===== config.mk =====
export PLATFORM = sky130hd
export DESIGN_NAME = panel_pol_bias
export DESIGN_NICKNAME = d
export VERILOG_FILES = /design/src/rtl/lpb_pkg.sv /design/src/rtl/lpb_event_div.sv /design/src/rtl/lpb_sync_pol.sv /design/src/rtl/lpb_pix_launch.sv /design/src/rtl/lpb_bias_gen.sv /design/src/rtl/panel_pol_bias.sv
export SDC_FILE = /design/constraint.sdc
export NUM_CORES = 1
export LEC_CHECK = 0
export ABC_AREA = 1
export CORE_MARGIN = 8
export CORE_UTILIZATION = 52
export DETAILED_ROUTE_END_ITERATION = 12
export GPL_TIMING_DRIVEN = 0
export MAX_ROUTING_LAYER = met4
export PLACE_DENSITY = 0.93
export SKIP_LAST_GASP = 1
export SYNTH_ARGS = -nofsm -noshare
export SYNTH_HDL_FRONTEND = slang
export SYNTH_HIERARCHICAL = 1
export SYNTH_SLANG_ARGS = --single-unit

===== constraint.sdc =====
create_clock -name clk -period 3.2 [get_ports clk]
set_clock_uncertainty 0.1 [all_clocks]
set_input_delay 0.32 -clock clk [delete_from_list [all_inputs] [get_ports clk]]
set_output_delay 0.32 -clock clk [all_outputs]
set_load 0.05 [all_outputs]

===== src/rtl/lpb_pkg.sv =====
package lpb_pkg;

  localparam int CMP_W = 16;

  // Count reaches the programmed limit; a zero limit never hits.
  function automatic logic div_hit(input logic [CMP_W-1:0] cnt,
                                   input logic [CMP_W-1:0] limit);
    return (limit != '0) && (cnt >= limit - 1'b1);
  endfunction

  // Which strobe launches the pixel word.
  function automatic logic launch_now(input logic inv_edge,
                                      input logic rise,
                                      input logic fall);
    return inv_edge ? fall : rise;
  endfunction

  // Active level applied to a sync signal.
  function automatic logic apply_pol(input logic level, input logic inv);
    return level ^ inv;
  endfunction

endpackage


===== src/rtl/lpb_event_div.sv =====
module lpb_event_div
  import lpb_pkg::*;
#(
  parameter int W = 8
) (
  input  logic         clk,
  input  logic         rst_n,
  input  logic         event_i,
  input  logic [W-1:0] limit_i,
  output logic         wrap_o
);

  logic [W-1:0] cnt_q;
  logic         hit;

  assign hit    = div_hit(CMP_W'(cnt_q), CMP_W'(limit_i));
  assign wrap_o = event_i & hit;

  always_ff @(posedge clk or negedge rst_n) begin
    if (!rst_n)              cnt_q <= '0;
    else if (limit_i == '0)  cnt_q <= '0;
    else if (event_i)        cnt_q <= hit ? '0 : cnt_q + 1'b1;
  end


  zero_limit_quiet_chk: assert property (@(posedge clk) disable iff (!rst_n)
    (limit_i == '0) |-> !wrap_o);


  wrap_restart_chk: assert property (@(posedge clk) disable iff (!rst_n)
    wrap_o |=> (cnt_q == '0));

endmodule


===== src/rtl/lpb_sync_pol.sv =====
module lpb_sync_pol
  import lpb_pkg::*;
#(
  parameter int N = 2
) (
  input  logic         clk,
  input  logic         rst_n,
  input  logic [N-1:0] sig_i,
  input  logic [N-1:0] inv_i,
  output logic [N-1:0] sig_o
);

  for (genvar i = 0; i < N; i++) begin : g_pol
    logic q;
    always_ff @(posedge clk or negedge rst_n) begin
      if (!rst_n) q <= 1'b0;
      else        q <= apply_pol(sig_i[i], inv_i[i]);
    end
    assign sig_o[i] = q;


    pol_follow_chk: assert property (@(posedge clk) disable iff (!rst_n)
      1'b1 |=> (sig_o[i] == ($past(sig_i[i]) != $past(inv_i[i]))));
  end

endmodule


===== src/rtl/lpb_pix_launch.sv =====
module lpb_pix_launch
  import lpb_pkg::*;
#(
  parameter int DW = 24
) (
  input  logic          clk,
  input  logic          rst_n,
  input  logic          inv_edge_i,
  input  logic          rise_i,
  input  logic          fall_i,
  input  logic [DW-1:0] data_i,
  output logic          pclk_o,
  output logic [DW-1:0] data_o
);

  logic          launch;
  logic          pclk_q;
  logic [DW-1:0] data_q;

  assign launch = launch_now(inv_edge_i, rise_i, fall_i);

  always_ff @(posedge clk or negedge rst_n) begin
    if (!rst_n) begin
      pclk_q <= 1'b0;
      data_q <= '0;
    end else begin
      if (rise_i)      pclk_q <= 1'b1;
      else if (fall_i) pclk_q <= 1'b0;
      if (launch)      data_q <= data_i;
    end
  end

  assign pclk_o = pclk_q;
  assign data_o = data_q;


  data_edge_chk: assert property (@(posedge clk) disable iff (!rst_n)
    (data_q != $past(data_q)) |-> $past(inv_edge_i ? fall_i : rise_i));


  pclk_rise_chk: assert property (@(posedge clk) disable iff (!rst_n)
    rise_i |=> pclk_o);


  pclk_fall_chk: assert property (@(posedge clk) disable iff (!rst_n)
    (fall_i && !rise_i) |=> !pclk_o);

endmodule


===== src/rtl/lpb_bias_gen.sv =====
module lpb_bias_gen #(
  parameter int PW = 8,
  parameter int TW = 4
) (
  input  logic          clk,
  input  logic          rst_n,
  input  logic          line_sync_i,
  input  logic [PW-1:0] period_i,
  input  logic [TW-1:0] per_irq_i,
  output logic          bias_o,
  output logic          irq_o
);

  logic line_d_q;
  logic line_rise;
  logic bias_flip;
  logic irq_hit;
  logic bias_q;
  logic irq_q;

  assign line_rise = line_sync_i & ~line_d_q;

  lpb_event_div #(.W(PW)) u_line_div (
    .clk     (clk),
    .rst_n   (rst_n),
    .event_i (line_rise),
    .limit_i (period_i),
    .wrap_o  (bias_flip)
  );

  lpb_event_div #(.W(TW)) u_trans_div (
    .clk     (clk),
    .rst_n   (rst_n),
    .event_i (bias_flip),
    .limit_i (per_irq_i),
    .wrap_o  (irq_hit)
  );

  always_ff @(posedge clk or negedge rst_n) begin
    if (!rst_n) begin
      line_d_q <= 1'b0;
      bias_q   <= 1'b0;
      irq_q    <= 1'b0;
    end else begin
      line_d_q <= line_sync_i;
      bias_q   <= bias_q ^ bias_flip;
      irq_q    <= irq_hit;
    end
  end

  assign bias_o = bias_q;
  assign irq_o  = irq_q;


  bias_step_chk: assert property (@(posedge clk) disable iff (!rst_n)
    (bias_q != $past(bias_q)) |-> $past(line_rise));


  held_line_once_chk: assert property (@(posedge clk) disable iff (!rst_n)
    (line_sync_i && line_d_q) |=> $stable(bias_q));


  irq_single_chk: assert property (@(posedge clk) disable iff (!rst_n)
    irq_q |=> !irq_q);


  irq_with_flip_chk: assert property (@(posedge clk) disable iff (!rst_n)
    irq_q |-> (bias_q != $past(bias_q)));


  irq_off_chk: assert property (@(posedge clk) disable iff (!rst_n)
    (per_irq_i == '0) |=> !irq_q);

endmodule


===== src/rtl/panel_pol_bias.sv =====
module panel_pol_bias #(
  parameter int DATA_W   = 24,
  parameter int PERIOD_W = 8,
  parameter int TRANS_W  = 4
) (
  input  logic                clk,
  input  logic                rst_n,
  input  logic                cfg_inv_pclk,
  input  logic                cfg_inv_line,
  input  logic                cfg_inv_frame,
  input  logic [PERIOD_W-1:0] cfg_bias_period,
  input  logic [TRANS_W-1:0]  cfg_bias_per_irq,
  input  logic                tim_line_sync,
  input  logic                tim_frame_sync,
  input  logic                tim_pclk_rise,
  input  logic                tim_pclk_fall,
  input  logic [DATA_W-1:0]   tim_pix_data,
  output logic                pnl_pclk,
  output logic                pnl_line,
  output logic                pnl_frame,
  output logic [DATA_W-1:0]   pnl_data,
  output logic                pnl_bias,
  output logic                bias_irq
);

  localparam int NSYNC = 2;

  logic [NSYNC-1:0] sync_raw;
  logic [NSYNC-1:0] sync_inv;
  logic [NSYNC-1:0] sync_out;

  assign sync_raw = {tim_frame_sync, tim_line_sync};
  assign sync_inv = {cfg_inv_frame, cfg_inv_line};

  lpb_sync_pol #(.N(NSYNC)) u_sync (
    .clk   (clk),
    .rst_n (rst_n),
    .sig_i (sync_raw),
    .inv_i (sync_inv),
    .sig_o (sync_out)
  );

  assign pnl_line  = sync_out[0];
  assign pnl_frame = sync_out[1];

  lpb_pix_launch #(.DW(DATA_W)) u_pix (
    .clk        (clk),
    .rst_n      (rst_n),
    .inv_edge_i (cfg_inv_pclk),
    .rise_i     (tim_pclk_rise),
    .fall_i     (tim_pclk_fall),
    .data_i     (tim_pix_data),
    .pclk_o     (pnl_pclk),
    .data_o     (pnl_data)
  );

  lpb_bias_gen #(.PW(PERIOD_W), .TW(TRANS_W)) u_bias (
    .clk         (clk),
    .rst_n       (rst_n),
    .line_sync_i (tim_line_sync),
    .period_i    (cfg_bias_period),
    .per_irq_i   (cfg_bias_per_irq),
    .bias_o      (pnl_bias),
    .irq_o       (bias_irq)
  );


  reset_quiet_chk: assert property (@(posedge clk)
    !rst_n |=> (!pnl_bias && !bias_irq));

endmodule


-- Word level (Yosys, flattened, before mapping)
Cells that the tools add are included.
- logic and storage cells: 40
- bits of input ports: 45
- register bits after elaboration: 42
- add/sub/neg operators: 4
- reduce and logical (&&, ||, !) cells: 9
- muxes and demuxes: 9
- bitwise operators: 7
- $lt $le $gt $ge: 2
- operators by type and width (cell ; number):
    $mux 8 ; 3
    $ge 4x16->1 ; 1
    $ge 8x16->1 ; 1
    $mux 4 ; 3
    $sub 8x1->9 const B ; 1
    $add 8x1->8 const B ; 1
    $logic_not 8->1 ; 1
    $reduce_bool 8->1 ; 1
    $reduce_bool 2->1 ; 3
    $sub 4x1->5 const B ; 1
    $add 4x1->4 const B ; 1
    $logic_not 4->1 ; 1
    $reduce_bool 4->1 ; 1
    $and 1x1->1 ; 3
    $mux 1 ; 3
    $xor 1x1->1 ; 3
    $logic_and 1x1->1 ; 2
    $not 1->1 ; 1

-- Depth between registers and ports, before layout
Gate-level depths: netlist of run 1.
- depth in word-level cells: 6
- mapped depth: 19

-- Hierarchy
The synthesis of run 1 kept the hierarchy.
- modules (own cells, without submodules) (module ; area an instance (µm²) ; cells each ; times used):
    lpb_pix_launch ; 1149.9 ; 114 ; 1
    lpb_event_div (u_bias.u_line_div) ; 855.8 ; 128 ; 1
    lpb_event_div (u_bias.u_trans_div) ; 382.9 ; 57 ; 1
    lpb_sync_pol ; 102.6 ; 14 ; 1
    lpb_bias_gen ; 101.3 ; 10 ; 1

-- Worst setup path after synthesis of run 1
OpenSTA, ideal clock, no wires.
- path kind: input to register
- start point: input port cfg_bias_period[0]
- end point: register u_bias.u_trans_div.cnt_q[2]
- arrival: 2.090 ns
- library setup time: 0.115 ns
- stages: 19
- setup slack: 0.895 ns
- data required time: 2.985 ns
- buffers on the path: 0
- cell sequence: inv_1 -> ha_1 -> nand2_1 -> xor2_1 -> inv_1 -> ha_1 -> nand2_1 -> inv_1 -> nand2_1 -> nor2_1 -> nor2_1 -> nand2_1 -> nand3_2 -> inv_1 -> nand2_1 -> inv_1 -> or2_2 -> nand3_1 -> nor2_1
- longest elaborated chain between the ends: 5
- elaborated cells between the ends (all ways): 6
- ends and longest elaborated chain (item ; line ; text):
    start: declaration ; panel_pol_bias.sv:11 ; input logic [PERIOD_W-1:0] cfg_bias_period,
    $sub 8x1->9 ; lpb_pkg.sv:8 ; return (limit != '0) && (cnt >= limit - 1'b1);
    $ge 8x16->1 ; lpb_pkg.sv:8 ;
    $logic_and 1x1->1 (*) ; lpb_pkg.sv:8 ;
    $and 1x1->1 (*) ; lpb_event_div.sv:17 ; assign wrap_o = event_i & hit;
    via u_bias.bias_flip ; lpb_bias_gen.sv:16 ; logic bias_flip;
    $reduce_bool 2->1 (no source line) (*) ; -- ;
    end signal: assignment ; lpb_event_div.sv:22 ; else if (event_i) cnt_q <= hit ? '0 : cnt_q + 1'b1;
    end: declaration ; lpb_event_div.sv:13 ; logic [W-1:0] cnt_q;
The timed path passes the listed nets; every way through them passes the cells marked *.
A chain may end at the register's enable or synchronous reset.

-- Worst setup path in the final report of run 1
- start point: input port cfg_bias_period[2]
- end point: register u_bias.u_trans_div.cnt_q[2]
Same word-level chain as after synthesis.

==> flow_summary.html, run 1 <==
<table>
<tr><th>Metric</th><th>Value</th></tr>
<tr><th colspan="2">Run status</th></tr>
<tr><td>Run status</td><td>complete, no violations</td></tr>
<tr><th colspan="2">CTS</th></tr>
<tr><td>Root buffer cell</td><td>clkbuf_8</td></tr>
<tr><td>Insertion delay to the later sink of the worst-skew pair</td><td>0.28 ns</td></tr>
<tr><td>Worst-path clk slew</td><td>0.08 ns</td></tr>
<tr><td>Depth of the CTS H-tree</td><td>2</td></tr>
<tr><td>Clock sink total</td><td>42</td></tr>
<tr><td>Maximum buffer depth of the clock tree</td><td>2</td></tr>
<tr><td>TritonCTS clock tree</td><td>yes</td></tr>
<tr><td>Total CTS buffers</td><td>5</td></tr>
<tr><th colspan="2">Yosys</th></tr>
<tr><td>Cell taking the most area after synthesis</td><td>dfrtp_1</td></tr>
<tr><td>Share of the synthesized area in the top cell type</td><td>0.4054</td></tr>
<tr><td>Cell with the most instances after synthesis</td><td>nand2_1</td></tr>
<tr><td>EDFF count, synth</td><td>0</td></tr>
<tr><td>Synth top area cells</td><td>dfrtp_1 41%, nand2_1 13%, nand3_1 9.7%, ha_1 8.2%, inv_1 5.9%</td></tr>
<tr><td>Fraction of registers with async set or reset after synthesis</td><td>1.000</td></tr>
<tr><td>Top post-synthesis cells by count</td><td>88 x nand2_1, 50 x nand3_1, 42 x dfrtp_1, 41 x inv_1, 23 x nor2_1</td></tr>
<tr><td>Ys flop type</td><td>dfrtp_1</td></tr>
<tr><td>Cell variety after synth</td><td>27</td></tr>
<tr><td>Netlist area before placement</td><td>2592 um^2</td></tr>
<tr><td>Gate Count Post-Synth</td><td>323</td></tr>
<tr><td>Flip-flop and latch count after synthesis</td><td>42</td></tr>
<tr><td>Post-synthesis area per instance</td><td>8.026 um^2</td></tr>
<tr><td>Synth warnings</td><td>6</td></tr>
<tr><td>Sequential share of the synthesized area</td><td>0.4054</td></tr>
<tr><td>Net count after synthesis</td><td>385</td></tr>
<tr><th colspan="2">Setup path</th></tr>
<tr><td>CP max-delay cell</td><td>clkdlybuf4s50_1</td></tr>
<tr><td>Kind of critical path</td><td>in -&gt; reg</td></tr>
<tr><td>Largest stage delay, worst path</td><td>0.49 ns</td></tr>
<tr><td>Startpoint of the worst setup timing path</td><td>cfg_bias_period[2]</td></tr>
<tr><td>End of the worst register-to-register path</td><td>u_bias/u_trans_div/cnt_q[2]</td></tr>
<tr><td>Required time worst endpoint</td><td>3.28 ns</td></tr>
<tr><td>Critical path cell sequence</td><td>clkdlybuf4s50_1, nor2_1, nand4_1, nor3_1, xnor2_1, ha_1, nand2_1, inv_1, nand2_1, nand2_1, nor2_1, nand2_1, nand3_2, inv_1, nand2_1, inv_1, or2_2, nand3_1, nor2_1</td></tr>
<tr><td>Worst R2R Start</td><td>u_bias/u_line_div/cnt_q[5]</td></tr>
<tr><td>R2R Setup Slk</td><td>1.14 ns</td></tr>
<tr><td>Endpoint type of the worst setup path</td><td>register</td></tr>
<tr><td>Cell family with the largest share of critical-path delay</td><td>simple AND/OR/NAND/NOR gates</td></tr>
<tr><td>Worst path most repeated cell</td><td>nand2_1</td></tr>
<tr><td>Data arrival time of the critical path</td><td>2.86 ns</td></tr>
<tr><td>Combined buffer and inverter count along the critical path</td><td>4</td></tr>
<tr><td>Critical-path maximum fanout</td><td>5</td></tr>
<tr><td>Kind of start point of the critical path</td><td>input port</td></tr>
<tr><td>Worst reg-to-reg path cell count</td><td>14</td></tr>
<tr><th colspan="2">Routing</th></tr>
<tr><td>Drt wl/cell</td><td>13.42 um</td></tr>
<tr><td>Number of iterations in the first detailed-routing pass</td><td>4</td></tr>
<tr><td>Drt via density</td><td>5.015</td></tr>
<tr><td>Iter 0 DRT Violations</td><td>101</td></tr>
<tr><td>Final wirelength</td><td>6.347 mm</td></tr>
<tr><td>Residual antenna-violating net count after detailed routing</td><td>0</td></tr>
<tr><td>Detailed-route via count</td><td>2,372</td></tr>
<tr><td>Drt drc</td><td>0</td></tr>
<tr><th colspan="2">Min path</th></tr>
<tr><td>End point of the worst hold path</td><td>u_pix/pclk_o</td></tr>
<tr><td>Min-Delay Startpoint</td><td>u_pix/pclk_o</td></tr>
<tr><td>Cells on Worst Hold Path</td><td>2</td></tr>
<tr><td>Path class of the lowest-slack min-delay path</td><td>reg -&gt; reg</td></tr>
<tr><th colspan="2">Floorplan</th></tr>
<tr><td>Boundary Pins</td><td>74</td></tr>
<tr><td>Die Width</td><td>86.61 um</td></tr>
<tr><td>Initial core utilization</td><td>0.5453</td></tr>
<tr><td>Full die area</td><td>7501 um^2</td></tr>
<tr><td>Vert. Die Dim</td><td>86.61 um</td></tr>
<tr><td>Site Rows</td><td>25</td></tr>
<tr><td>Core ar.</td><td>4755 um^2</td></tr>
<tr><th colspan="2">Power</th></tr>
<tr><td>Worst vdd rail ir drop</td><td>438.4 uV</td></tr>
<tr><td>Pwr dens</td><td>524.5 nW/um^2</td></tr>
<tr><td>Reported leakage power</td><td>0.001809 uW</td></tr>
<tr><th colspan="2">STA</th></tr>
<tr><td>Pins over their slew limit</td><td>0</td></tr>
<tr><td>Setup violation total in the final timing report</td><td>0</td></tr>
<tr><td>Worst Tran Pin Value</td><td>0.5330 ns</td></tr>
<tr><td>Count of endpoints failing hold in the final timing report</td><td>0</td></tr>
<tr><td>Setup slack after layout</td><td>0.4229 ns</td></tr>
<tr><td>Post-route minimum period</td><td>2.777 ns</td></tr>
<tr><td>Relative slew slack</td><td>0.6435</td></tr>
<tr><td>Accumulated negative setup slack</td><td>0 ns</td></tr>
<tr><td>Setup repair after global routing missed its margin</td><td>false</td></tr>
<tr><td>Maximum operating frequency</td><td>0.3601 GHz</td></tr>
<tr><td>Tcrit/Tclk final</td><td>0.8679</td></tr>
<tr><td>Worst Hold Slack</td><td>0.3811 ns</td></tr>
<tr><th colspan="2">Layout</th></tr>
<tr><td>Fraction of final layout cells sized beyond drive strength 1</td><td>0.1108</td></tr>
<tr><td>Number of diodes added for antenna fixing</td><td>0</td></tr>
<tr><td>Area growth from synthesis to final layout</td><td>36.49%</td></tr>
<tr><td>Post-layout net count</td><td>467</td></tr>
<tr><th colspan="2">Job</th></tr>
<tr><td>Max-cap violations</td><td>0</td></tr>
<tr><th colspan="2">Placement</th></tr>
<tr><td>Hpwl dp</td><td>5.035 mm</td></tr>
<tr><td>RD Place Congestion</td><td>0.9052</td></tr>
<tr><td>Worst slack at placement</td><td>0.1328 ns</td></tr>
<tr><td>Number of input and output port buffers inserted</td><td>73</td></tr>
<tr><th colspan="2">GRT</th></tr>
<tr><td>Maximum number of pins on one net before global-route repair</td><td>28</td></tr>
<tr><td>Number of antenna violations at the first check in global routing</td><td>0</td></tr>
<tr><td>Grt total ovfl</td><td>0</td></tr>
<tr><td>Total Routing Usage GR</td><td>0.1861</td></tr>
<tr><td>Global-route wire length before repair</td><td>11.18 mm</td></tr>
<tr><td>Via count of the first global-routing pass</td><td>2,569</td></tr>
</table>
## routing by layer
metal / wire [um] / vias to the layer above / track usage / part of all wire
met5: 0 / - / - / 0
met4: 53 / 0 / 0.04538 / 0.0084
met3: 532 / 6 / 0.07278 / 0.084
met2: 3076 / 78 / 0.3056 / 0.48
met1: 2685 / 1097 / 0.2078 / 0.42
li1: - / 1191 / - / -
## where the power goes
part | leakage, uW | internal [uW] | switching, uW
clock | 0.0000524 | 234 | 172
sequential | 0.000516 | 625 | 88.9
combinational | 0.00124 | 290 | 446
total | 0.00181 | 1150 | 707
## registers in the layout (all words and copies together), names as in the netlist
name / flops
u_sync/g_pol.q: 2
u_bias/u_trans_div/cnt_q: 4
u_bias/irq_o: 1
u_pix/data_o: 24
u_bias/line_d_q: 1
u_bias/u_line_div/cnt_q: 8
u_pix/pclk_o: 1
u_bias/bias_o: 1
## cell families after synthesis
family                   synth area share
AO/OA/AOI/OAI                     0.02557
flip-flops                         0.4054
buffers and inverters              0.1042
XOR/XNOR                          0.02702
AND/OR/NAND/NOR                    0.3557
adder cells (fa/ha/maj)           0.08204
## worst max-delay path by stage
stage	to	cells past startpoint
2_1_floorplan	u_bias/u_trans_div/cnt_q[2]	19
3_3_place_gp	u_bias/u_trans_div/cnt_q[2]	19
3_5_place_dp	u_bias/u_trans_div/cnt_q[2]	19
4_1_cts	u_bias/u_trans_div/cnt_q[2]	19
5_1_grt	u_bias/u_trans_div/cnt_q[2]	19
6_report	u_bias/u_trans_div/cnt_q[2]	19
## worst min-delay path, delay by kind of cell, from the launching register on
kind / cells / cell delay (ns)
and+or+nand+nor: 2 / 0.10
DFF: 1 / 0.35
## final cells by class
type | instances | area, um^2
Clock buffer | 7 | 76.32
Clock inverter | 1 | 30.03
Sequential cell | 42 | 1051
Buffer | 10 | 105.1
Inverter | 44 | 165.2
Fill cell | 347 | 1216
Tap cell | 67 | 83.83
Timing Repair Buffer | 75 | 755.7
Multi-Input combinational cell | 227 | 1271
## through the flow
stage                     instances  instance area, um^2  utilization  total power (uW)
final                           473                 3538       0.7442              1856
after global placement          463                 3407       0.7166              1414
after detailed placement        464                 3422       0.7197              1461
after global routing            473                 3538       0.7442              1978
after floorplan                 323                 2592            -              1187
after CTS                       473                 3538       0.7442              1871
## cell usage in the layout, fill, tap and decap left out, types with 2 or more instances in the layout
| cell | count |
|---|---|
| xnor2_1 | 4 |
| buf_12 | 2 |
| nor2_1 | 23 |
| nand2_1 | 88 |
| a21o_1 | 2 |
| clkbuf_1 | 2 |
| a21oi_1 | 5 |
| buf_8 | 2 |
| nand2_2 | 3 |
| nor2_2 | 3 |
| inv_1 | 41 |
| buf_4 | 3 |
| nand2_4 | 3 |
| nor3_1 | 3 |
| nand4_1 | 5 |
| clkdlybuf4s50_1 | 72 |
| clkbuf_8 | 5 |
| xor2_1 | 4 |
| dfrtp_1 | 42 |
| inv_2 | 3 |
| ha_1 | 17 |
| buf_2 | 3 |
| nand3_1 | 50 |
| nand3_2 | 12 |
| buf_6 | 2 |
## what timing repair did
| action | 4_1_cts | 5_1_grt |
|---|---|---|
| hold buffers | 1 | 0 |
| setup endpoints to repair | 0 | 0 |
| buffers inserted | 0 | 0 |
| endpoints found under the hold margin | 15 | 0 |
| resized for setup | 0 | 0 |
(Power assumes the default switching activity.)
==> run 2: changes to the inputs <==
clock period = 3.38 ns   (was 3.2 ns; I/O delays follow)
==> results of run 2 <==
Same layout as run 1 (identical final DEF). Status: complete, no violations.
Among the figures that moved: setup slack after placement 0.1328 ns -> 0.2948 ns; setup slack after layout 0.4229 ns -> 0.5849 ns; register-to-register setup slack 1.14 ns -> 1.32 ns; total power 1856 uW -> 1757 uW; worst IR drop on VDD 438.4 uV -> 415.0 uV
